`src/rtl/prog_verify_seq.sv`:
```
module prog_verify_seq #(
  parameter int ADDR_W    = 8,
  parameter int DATA_W    = 8,
  parameter int PULSE_CYC = 2,
  parameter int GAP_CYC   = 2,
  parameter int SHORT_CYC = 3,
  parameter int LONG_CYC  = 12,
  parameter int RETRY_MAX = 2
) (
  input  logic              clk,
  input  logic              rst_n,
  input  logic              req_valid,
  output logic              req_ready,
  input  logic [ADDR_W-1:0] req_addr,
  input  logic [DATA_W-1:0] req_data,
  output logic              done,
  output logic              err,
  output logic              rst_add,
  output logic              rst_conf,
  output logic              inc_conf,
  output logic              inc_add,
  output logic              phase_n,
  output logic [DATA_W-1:0] bus_out,
  output logic              bus_oe,
  input  logic [DATA_W-1:0] bus_in
);
  localparam int CNT_W = $clog2(LONG_CYC + SHORT_CYC + PULSE_CYC + GAP_CYC + 1);
  localparam int TRY_W = $clog2(RETRY_MAX + 2);

  typedef enum logic [3:0] {
    S_IDLE, S_RA_LOW, S_SETTLE, S_CLR, S_CLR_GAP, S_INC, S_INC_GAP,
    S_ADDR, S_ADDR_GAP, S_PHASE, S_PH_GAP, S_CHECK
  } st_t;
  typedef enum logic [1:0] {OP_UNLOCK, OP_WRITE, OP_VERIFY, OP_READ} op_t;

  st_t               state, nxt;
  op_t               op;
  logic [CNT_W-1:0]  cnt;
  logic [1:0]        npul;
  logic [TRY_W-1:0]  tries;
  logic [ADDR_W-1:0] cur, tgt;
  logic [DATA_W-1:0] dat;
  logic              ra_q, rc_q, err_q;

  wire accept  = req_valid && req_ready;
  wire restart = !ra_q || (req_addr < cur);
  wire match   = (bus_in == dat);

  function automatic int dur(st_t s, op_t o);
    case (s)
      S_RA_LOW, S_SETTLE, S_CLR_GAP, S_INC_GAP, S_ADDR_GAP, S_PH_GAP: return GAP_CYC;
      S_CLR, S_INC, S_ADDR: return PULSE_CYC;
      S_PHASE: return (o == OP_WRITE) ? LONG_CYC : SHORT_CYC;
      default: return 1;
    endcase
  endfunction

  always_comb begin
    nxt = state;
    case (state)
      S_IDLE:     nxt = accept ? (restart ? S_RA_LOW : S_CLR) : S_IDLE;
      S_RA_LOW:   nxt = S_SETTLE;
      S_SETTLE:   nxt = S_INC;
      S_CLR:      nxt = S_CLR_GAP;
      S_CLR_GAP:  nxt = (op == OP_READ) ? S_CHECK : S_INC;
      S_INC:      nxt = S_INC_GAP;
      S_INC_GAP:  nxt = (npul > 2'd1) ? S_INC :
                        (op == OP_WRITE && cur != tgt) ? S_ADDR : S_PHASE;
      S_ADDR:     nxt = S_ADDR_GAP;
      S_ADDR_GAP: nxt = (cur != tgt) ? S_ADDR : S_PHASE;
      S_PHASE:    nxt = S_PH_GAP;
      S_PH_GAP:   nxt = S_CLR;
      S_CHECK:    nxt = (match || tries == TRY_W'(RETRY_MAX)) ? S_IDLE : S_CLR;
      default:    nxt = S_IDLE;
    endcase
  end

  always_ff @(posedge clk) begin
    if (!rst_n) begin
      state <= S_IDLE; op <= OP_UNLOCK; cnt <= '0; npul <= '0; tries <= '0;
      cur <= '0; tgt <= '0; dat <= '0; ra_q <= 1'b0; rc_q <= 1'b0; err_q <= 1'b0;
    end else if (cnt != '0) begin
      cnt <= cnt - 1'b1;
    end else begin
      state <= nxt;
      cnt   <= CNT_W'(dur(nxt, op) - 1);
      case (state)
        S_IDLE: if (accept) begin
          tgt <= req_addr; dat <= req_data; tries <= '0;
          op  <= restart ? OP_UNLOCK : OP_WRITE;
        end
        S_RA_LOW:  begin ra_q <= 1'b1; rc_q <= 1'b1; cur <= '0; end
        S_SETTLE:  npul <= 2'd2;
        S_CLR_GAP: npul <= (op == OP_WRITE) ? 2'd3 : 2'd1;
        S_INC_GAP: if (npul > 2'd1) npul <= npul - 2'd1;
        S_ADDR:    cur <= cur + ADDR_W'(1);
        S_PH_GAP:  op <= (op == OP_UNLOCK) ? OP_WRITE : (op == OP_WRITE) ? OP_VERIFY : OP_READ;
        S_CHECK: if (!match) begin
          if (tries == TRY_W'(RETRY_MAX)) err_q <= 1'b1;
          else begin tries <= tries + 1'b1; op <= OP_WRITE; end
        end
        default: ;
      endcase
    end
  end

  assign req_ready = (state == S_IDLE) && !err_q;
  assign done      = (state == S_CHECK) && match;
  assign err       = err_q;
  assign rst_add   = ra_q && (state != S_RA_LOW);
  assign rst_conf  = rc_q && (state != S_RA_LOW) && (state != S_CLR);
  assign inc_conf  = (state == S_INC);
  assign inc_add   = (state == S_ADDR);
  assign phase_n   = (state != S_PHASE);
  assign bus_oe    = (op == OP_WRITE) && (state != S_IDLE);
  assign bus_out   = dat;

  p_one_strobe_r8: assert property (@(posedge clk) disable iff (!rst_n)
    $onehot0({inc_conf, inc_add, !phase_n, rst_add && !rst_conf}));
  p_bus_stable_r3: assert property (@(posedge clk) disable iff (!rst_n)
    (!phase_n && bus_oe) |-> $stable(bus_out));
  p_step_in_write_r4: assert property (@(posedge clk) disable iff (!rst_n)
    inc_add |-> (bus_oe && rst_add));
  p_done_idle_r5: assert property (@(posedge clk) disable iff (!rst_n)
    done |=> req_ready);
  p_err_blocks_r7: assert property (@(posedge clk) disable iff (!rst_n)
    err |-> !req_ready);
  p_err_sticky_r7: assert property (@(posedge clk) disable iff (!rst_n)
    err |=> err);
  p_take_once_r9: assert property (@(posedge clk) disable iff (!rst_n)
    (req_valid && req_ready) |=> !req_ready);
endmodule

```
`config.mk`:
```
export PLATFORM = sky130hd
export DESIGN_NAME = prog_verify_seq
export DESIGN_NICKNAME = d
export VERILOG_FILES = /design/src/rtl/prog_verify_seq.sv
export SDC_FILE = /design/constraint.sdc
export NUM_CORES = 1
export LEC_CHECK = 0
export ABC_AREA = 1
export BUFFER_PORTS_ARGS = -buffer_cell sky130_fd_sc_hd__buf_2
export CAP_MARGIN = 20
export CELL_PAD_IN_SITES_DETAIL_PLACEMENT = 2
export CELL_PAD_IN_SITES_GLOBAL_PLACEMENT = 2
export CORE_ASPECT_RATIO = 0.75
export CORE_MARGIN = 4
export CORE_UTILIZATION = 32
export DETAILED_ROUTE_END_ITERATION = 8
export PLACE_DENSITY_LB_ADDON = 0.1
export SYNTH_ARGS = -nofsm -noshare
export SYNTH_HDL_FRONTEND = slang
export SYNTH_SLANG_ARGS = --single-unit
```
`constraint.sdc`:
```
create_clock -name clk -period 5.7 [get_ports clk]
set_input_delay 1.14 -clock clk [delete_from_list [all_inputs] [get_ports clk]]
set_output_delay 1.14 -clock clk [all_outputs]
set_load 0.005 [all_outputs]
```
==> results_dict.tcl, run 1 <==
set metrics [dict create \
    cts-root-buf "clkbuf_8" \
    grtUsageTotal_pct 18.62 \
    diodes 0 \
    cts_setup_buffers 0 \
    reg2regPathDepth 9 \
    place_area_mm2 0.002793 \
    area_delta_synth_final_pct 17.34 \
    routedWlPerCell_um 15.73 \
    max-slew-margin-rel_pct 52.84 \
    cts.clk_slew.worst_paths_ps 90 \
    io-pin-count 44 \
    cp.required_ps 5880 \
    cellLeakagePower_uw 0.001366 \
    antenna_left 0 \
    cts.sinks 41 \
    holdBufCountCts 0 \
    gp_congestion 0.8515 \
    synthesis.area_mm2 0.002482 \
    initial_core_util_pct 33.40 \
    fin_crit_ps 3126 \
    cts_resized 0 \
    clk_path_buf_depth 2 \
    grt_pass1_vias 2783 \
    synth_fp_nets 416 \
    min_path_type "register to register" \
    yosysSeqAreaShare_pct 33.06 \
    critical_path.max_fanout 22 \
    fillers 936 \
    synth-seq-cells 41 \
    dr.pass1.iters 4 \
    stdcell_area_mm2 0.002913 \
    avgSynthCellArea_um2 6.602 \
    cts_tree "built" \
    power_density_mw_per_mm2 448.7 \
    numCtsBuffers 5 \
    synth_warnings 0 \
    die_w_um 109.7 \
    synthFlopType "dfxtp_1" \
    final.period_utilization_pct 54.84 \
    placedCellCount 512 \
    clock.fmax_mhz 319.9 \
    rsz0062_at_grt "no" \
    r2r_start "cnt[0]" \
    worstReg2RegEnd "tgt[0]" \
    hold_viol 0 \
    die_h_um 84.28 \
    finClkSkew_ps 7.451 \
    num_vias 2545 \
    h-tree-depth 2 \
    postSynthCellCount 376 \
    critPathArrivalTime_ps 3300 \
    std_cell_rows 27 \
    instances_no_fill 520 \
    synth_edf_count 0 \
    start_kind "register" \
    grt_start_max_net_pins 27 \
    viasPerCell 4.894 \
    core_region_area_mm2 0.007432 \
    setup_violations 0 \
    async_flop_share_pct 0 \
    worst_pin_slew_ps 704.8 \
    antenna_found_initial 0 \
    drive_above_1_share_pct 17.90 \
    finalMaxSlewViolations 0 \
    startpoint "cnt[0]" \
    nets 458 \
    status "finished clean" \
    post-dp-hpwl_um 6606 \
    netlist-cell-type-count 33 \
    setup_slack_ps 2574 \
    grt_pass1_wl_um 13770 \
    crit_path_end_kind "register" \
    gr-total-overflow 0 \
    dieArea_mm2 0.009245 \
    irDropWorstVdd_mv 0.1607 \
    max-cap-violations 0 \
    drc 0 \
    io_buffers 43 \
    rrSetupSlack_ps 2570 \
    crit_path_end "tgt[0]" \
    drt_iter0_markers 78 \
    path_class "register to register" \
    totalWireLength_um 8180 \
    clkLatencyLatePin_ps 300 \
    hold-worst-slack_ps 474.0 \
    fin_setup_tns_ps 0 \
    post-place-ws_ps 2444 \
]
==> worst max-delay path, cell delays in order (launching register included) <==
cell,delay [ps]
dfxtp_1,320
inv_1,70
ha_1,210
nand2_1,110
nor2_2,540
inv_1,390
nor2_1,650
inv_2,370
o21ai_0,280
a21oi_1,60
==> cells in the mapped netlist (3+ instances only) <==
cell type  instances  area (um2)
nand4_1            3       18.77
dfxtp_1           41       820.8
nor3_1             8       40.04
o21ai_0           29       145.1
inv_1             42       157.7
nor2_1            58       217.7
ha_1              13       162.7
inv_2              8       30.03
a21oi_1           31       155.2
nor2_2             6       37.54
nand2_1           83       311.6
clkbuf_1           6       22.52
o211ai_1           3       22.52
nand3_1           10       50.05
xnor2_1           11       96.34
==> cell families (layout without fill, tap and decap cells) <==
logic type	Yosys count	in the layout	synth area share, %
buf+inv	59	102	9.022
fa+ha+maj	13	13	6.553
simple gates	178	178	31.00
xor+xnor	12	12	4.234
compound gates	73	73	16.13
flops	41	41	33.06
==> where the power goes <==
group          switching [uW]  internal (uW)  leakage [uW]
clock network             111            143     0.0000574
logic                     414            215      0.000975
registers                62.1            361      0.000334
total                     588            719       0.00137
==> stage by stage <==
| stage | power (uW) | util [%] |
|---|---|---|
| floorplan | 862.1 | - |
| global placement | 1033 | 37.58 |
| CTS | 1325 | 39.19 |
| detailed placement | 1062 | 37.58 |
| global route | 1443 | 39.19 |
| finish | 1307 | 39.19 |
==> sequential cells by signal (all words and copies together) (netlist names) <==
register and flops:
npul 2, cur 8, tgt 8, tries 2, op 2, rc_q 1, err 1, cnt 5
state 4, bus_out 8
==> cells in the final DEF (no fill, tap or decap), drive strengths merged <==
cell type,n
xor2,1
clkinv,1
a211oi,3
nor2,66
o211ai,3
ha,13
xnor2,11
nor3,10
dfxtp,41
nand3,11
inv,50
nand3b,1
o21a,2
a21oi,31
buf,43
a211o,1
a31oi,2
bufinv,1
nor4,1
nor3b,1
nand2,85
clkinvlp,1
nand4,3
clkbuf,6
o21ai,31
==> worst min path at each step <==
| stage | start | endpoint | slack [ps] | cells after the start |
|---|---|---|---|---|
| after floorplan | tgt[0] | tgt[0] | 440 | 2 |
| after global placement | tgt[5] | tgt[5] | 460 | 2 |
| after detailed placement | tgt[6] | tgt[6] | 470 | 2 |
| after CTS | tgt[6] | tgt[6] | 480 | 2 |
| after global routing | tgt[6] | tgt[6] | 520 | 2 |
| final | tgt[6] | tgt[6] | 470 | 2 |
==> metal layers <==
layer	part of all wire, %	up-vias	GRT usage (%)
li1	-	1285	-
met1	53	1216	26.91
met2	43	38	29.14
met3	3.7	6	3.459
met4	0.59	0	3.058
met5	0	-	0
==> area by class of cell <==
class / count / area, um2 / share of cell area, %
inverters: 51 / 192.7 / 6.615
clock buffers: 6 / 82.58 / 2.835
flip-flops and latches: 41 / 820.8 / 28.18
clock inverters: 2 / 37.54 / 1.289
repair buffers: 43 / 215.2 / 7.388
well taps: 101 / 126.4 / 4.338
multi-input cells: 276 / 1438 / 49.36
Power figures use the tool's default switching activity.
==> run 2: changes to the inputs <==
- CORE_UTILIZATION: 32 -> 30
- clock period: 5.7 -> 3.1 ns (I/O delays scaled with it)
==> results_dict.tcl, run 2 (synthesis gave the netlist of run 1 again) <==
set metrics [dict create \
    r2r_start "cur[4]" \
    critical_path.max_fanout 7 \
    nets 461 \
    power_density_mw_per_mm2 800.9 \
    io_buffers 43 \
    antenna_found_initial 0 \
    regArea_um2 820.8 \
    numCtsBuffers 5 \
    setup_violations 0 \
    final_common_cell "nand2_1" \
    holdBufCountCts 0 \
    final.period_utilization_pct 85.64 \
    path_class "register to register" \
    cts_tree "built" \
    post-dp-hpwl_um 6656 \
    die_w_um 113.0 \
    cts.sinks 41 \
    clk_path_buf_depth 2 \
    dr.pass1.iters 4 \
    max-cap-violations 0 \
    crit_path_end_kind "register" \
    grt_pass1_wl_um 13790 \
    routedWlPerCell_um 15.62 \
    cts-root-buf "clkbuf_8" \
    min_path_type "register to register" \
    grt_pass1_vias 2775 \
    viasPerCell 4.827 \
    rrSetupSlack_ps 450 \
    drive_above_1_share_pct 18.05 \
    fin_crit_ps 2655 \
    diodes 0 \
    clock.fmax_mhz 376.7 \
    fillers 990 \
    grt_start_max_net_pins 23 \
    cellLeakagePower_uw 0.001369 \
    multi_input_area_mm2 0.001438 \
    hold-worst-slack_ps 478.3 \
    drt_iter0_markers 76 \
    grtUsageTotal_pct 17.64 \
    cp.required_ps 3300 \
    finClkSkew_ps 11.52 \
    cts.clk_slew.worst_paths_ps 80 \
    reg2regPathDepth 15 \
    drc 0 \
    worstReg2RegEnd "cnt[2]" \
    num_vias 2539 \
    crit_path_end "cnt[2]" \
    std_cell_rows 28 \
    startpoint "cur[4]" \
    status "finished clean" \
    initial_core_util_pct 31.08 \
    io-pin-count 44 \
    fin_setup_tns_ps 0 \
    totalWireLength_um 8216 \
    worst_pin_slew_ps 712.2 \
    gp_congestion 0.8725 \
    cts_resized 0 \
    irDropWorstVdd_mv 0.4444 \
    critPathArrivalTime_ps 2860 \
    rsz0062_at_grt "no" \
    h-tree-depth 2 \
    start_kind "register" \
    max-slew-margin-rel_pct 52.34 \
    hold_viol 0 \
    antenna_left 0 \
    area_delta_synth_final_pct 17.09 \
    clkLatencyLatePin_ps 300 \
    cts_setup_buffers 0 \
    gr-total-overflow 0 \
    mostFrequentLayoutCells "nand2_1 (83), nor2_1 (58), buf_2 (43)" \
    core_region_area_mm2 0.007988 \
    die_h_um 86.78 \
    dieArea_mm2 0.009809 \
    finalMaxSlewViolations 0 \
]
## run 2: cell types whose count changed in the layout (fill, tap and decap cells not counted)
cell,change
bufinv_16,-1
clkinvlp_4,-1
clkbuf_1,+1
buf_4,+3
## run 2: final cells by class
cell class / count / area share [%]
multi-input cells: 276 / 49.46
flip-flops and latches: 41 / 28.24
repair buffers: 46 / 8.179
inverters: 51 / 6.629
well taps: 105 / 4.520
clock buffers: 7 / 2.970
## run 2: worst min path at each step
stage,from,to,cells after the start
after floorplan,tgt[0],tgt[0],2
after global placement,tgt[6],tgt[6],2
after detailed placement,tgt[6],tgt[6],2
after CTS,tgt[6],tgt[6],2
after global routing,tgt[6],tgt[6],2
final,tgt[4],tgt[4],2
## run 2: per-stage QoR
stage	total power (uW)	cell area, um2	worst slack [ps]	std cells	util (%)
after detailed placement	1980	2820	302.0	519	35.31
after CTS	2370	2907	427.0	526	36.39
after global routing	2556	2907	106.8	526	36.39
after global placement	1918	2820	451.8	519	35.31
final	2328	2907	445.1	526	36.39
after floorplan	1585	2482	771.5	376	-
## run 2: per-layer routing
metal  up-vias  wire, um  GRT usage, %
met5         -         0             0
met4         0        45         2.620
met3         5       263         3.280
met2        34      3642         29.78
met1      1206      4265         24.05
li1       1294         -             -
## run 2: worst max-delay path: stages (launching register included)
cell	delay (ps)
dfxtp_1	320
inv_1	190
nand2_1	80
nand2_1	60
nand2_1	70
nor2_1	180
nand2_1	120
nand2_1	120
nand2_1	70
a21oi_1	240
nand3_1	140
nor2_1	180
o21ai_0	110
ha_1	190
ha_1	280
a211oi_1	220
## run 2: power by group
group          total, uW  internal (uW)  switching, uW
Combinational       1180            408            768
Clock                370            177            193
Sequential           782            664            117
Total               2330           1250           1080
==> run 3: changes to the inputs <==
- CORE_MARGIN: 4 -> unset
==> results_dict.tcl, run 3 (synthesis gave the netlist of run 1 again) <==
set metrics [dict create \
    fillers 989 \
    fin_util_pct 37.15 \
    die_w_um 107.0 \
    area_delta_synth_final_pct 19.00 \
    totalWireLength_um 8074 \
    cts_resized 0 \
    clockPowerShare_pct 21.3 \
    r2r_start "cur[4]" \
    cts_tree "built" \
    fin_setup_tns_ps 0 \
    routedWlPerCell_um 15.32 \
    drc 0 \
    io-pin-count 44 \
    worst_pin_slew_ps 720.2 \
    start_kind "register" \
    startpoint "cur[4]" \
    critical_path.max_fanout 7 \
    std_cell_rows 28 \
    nets 461 \
    gp_congestion 0.8391 \
    dr.pass1.iters 4 \
    finalMaxSlewViolations 0 \
    antenna_found_initial 0 \
    p_total_uw 2495 \
    crit_path_end_kind "register" \
    crit_path_end "cnt[2]" \
    hold_viol 0 \
    gr-total-overflow 0 \
    die_h_um 80.78 \
    initial_core_util_pct 31.21 \
    clock.fmax_mhz 372.6 \
    numCtsBuffers 5 \
    post-dp-hpwl_um 6388 \
    netSwitchingFraction_pct 43.99 \
    p_seq_share_pct 31.3 \
    max-slew-margin-rel_pct 51.81 \
    clkLatencyLatePin_ps 300 \
    reg2regPathDepth 15 \
    rrSetupSlack_ps 420 \
    io_buffers 43 \
    finClkSkew_ps 8.251 \
    max-cap-violations 0 \
    internal-power_uw 1397 \
    final_common_cell "nand2_1" \
    h-tree-depth 2 \
    path_class "register to register" \
    multi_input_area_mm2 0.001438 \
    critPathArrivalTime_ps 2900 \
    power_density_mw_per_mm2 844.5 \
    cp.required_ps 3320 \
    mostFrequentLayoutCells "nand2_1 (83), nor2_1 (58), buf_2 (43)" \
    final.period_utilization_pct 86.57 \
    drt_iter0_markers 40 \
    num_vias 2549 \
    grt_start_max_net_pins 23 \
    dieArea_mm2 0.008646 \
    rsz0062_at_grt "no" \
    regArea_um2 820.8 \
    grt_pass1_wl_um 13570 \
    cts.clk_slew.worst_paths_ps 90 \
    viasPerCell 4.837 \
    core_region_area_mm2 0.007953 \
    fin_crit_ps 2684 \
    cts.sinks 41 \
    min_path_type "register to register" \
    setup_violations 0 \
    status "finished clean" \
    clk_path_buf_depth 2 \
    diodes 0 \
    switching_power_uw 1097 \
    worstReg2RegEnd "cnt[2]" \
    cellLeakagePower_uw 0.001392 \
    grtUsageTotal_pct 20.44 \
    p_comb_share_pct 47.4 \
    drive_above_1_share_pct 18.48 \
    holdBufCountCts 0 \
    grt_pass1_vias 2718 \
    cts-root-buf "clkbuf_8" \
    cts_setup_buffers 0 \
    irDropWorstVdd_mv 0.4194 \
    antenna_left 0 \
]
## run 3: worst min path at each step
stage | to | cells after the start | startpoint | slack [ps]
detailed placement | tgt[6] | 2 | tgt[6] | 470
finish | tgt[6] | 2 | tgt[6] | 480
global placement | tgt[4] | 2 | tgt[4] | 460
floorplan | tgt[0] | 2 | tgt[0] | 440
CTS | tgt[6] | 2 | tgt[6] | 480
global route | npul[0] | 2 | npul[0] | 520
## run 3: power by group through the flow
stage               Sequential, uW  Combinational, uW  Clock (uW)
floorplan                      765                820           0
global placement               785               1130           0
detailed placement             795               1170           0
CTS                            785               1190         547
global route                   800               1360         564
finish                         782               1180         530
## run 3: layout make-up
| class | instances | share of cell area, % |
|---|---|---|
| clock buffers | 5 | 2.330 |
| repair buffers | 46 | 8.047 |
| inverters | 51 | 6.523 |
| well taps | 105 | 4.447 |
| multi-input cells | 276 | 48.67 |
| flip-flops and latches | 41 | 27.78 |
| clock inverters | 3 | 2.202 |
## run 3: critical path, cell delays in order (launching register included)
cell and delay (ps):
dfxtp_1 320, inv_1 200, nand2_1 80, nand2_1 60
nand2_1 60, nor2_1 180, nand2_1 120, nand2_1 120
nand2_1 60, a21oi_1 240, nand3_1 160, nor2_1 180
o21ai_0 120, ha_1 210, ha_1 270, a211oi_1 220
## run 3: per-layer routing
metal | global-route usage [%] | vias up | wire, um | share of wire [%]
met4 | 3.973 | 0 | 49 | 0.61
met3 | 4.414 | 5 | 263 | 3.3
li1 | - | 1295 | - | -
met5 | 0 | - | 0 | 0
met1 | 27.69 | 1213 | 4236 | 52
met2 | 33.68 | 36 | 3524 | 44
## run 3: per-stage QoR
stage	cells	cell area, um2	setup slack, ps	hold slack, ps
after detailed placement	519	2820	401.4	470.3
after CTS	527	2954	416.4	483.5
after global placement	519	2820	475.3	461.0
after global routing	527	2954	119.9	518.0
after floorplan	376	2482	771.5	443.3
final	527	2954	416.3	477.0
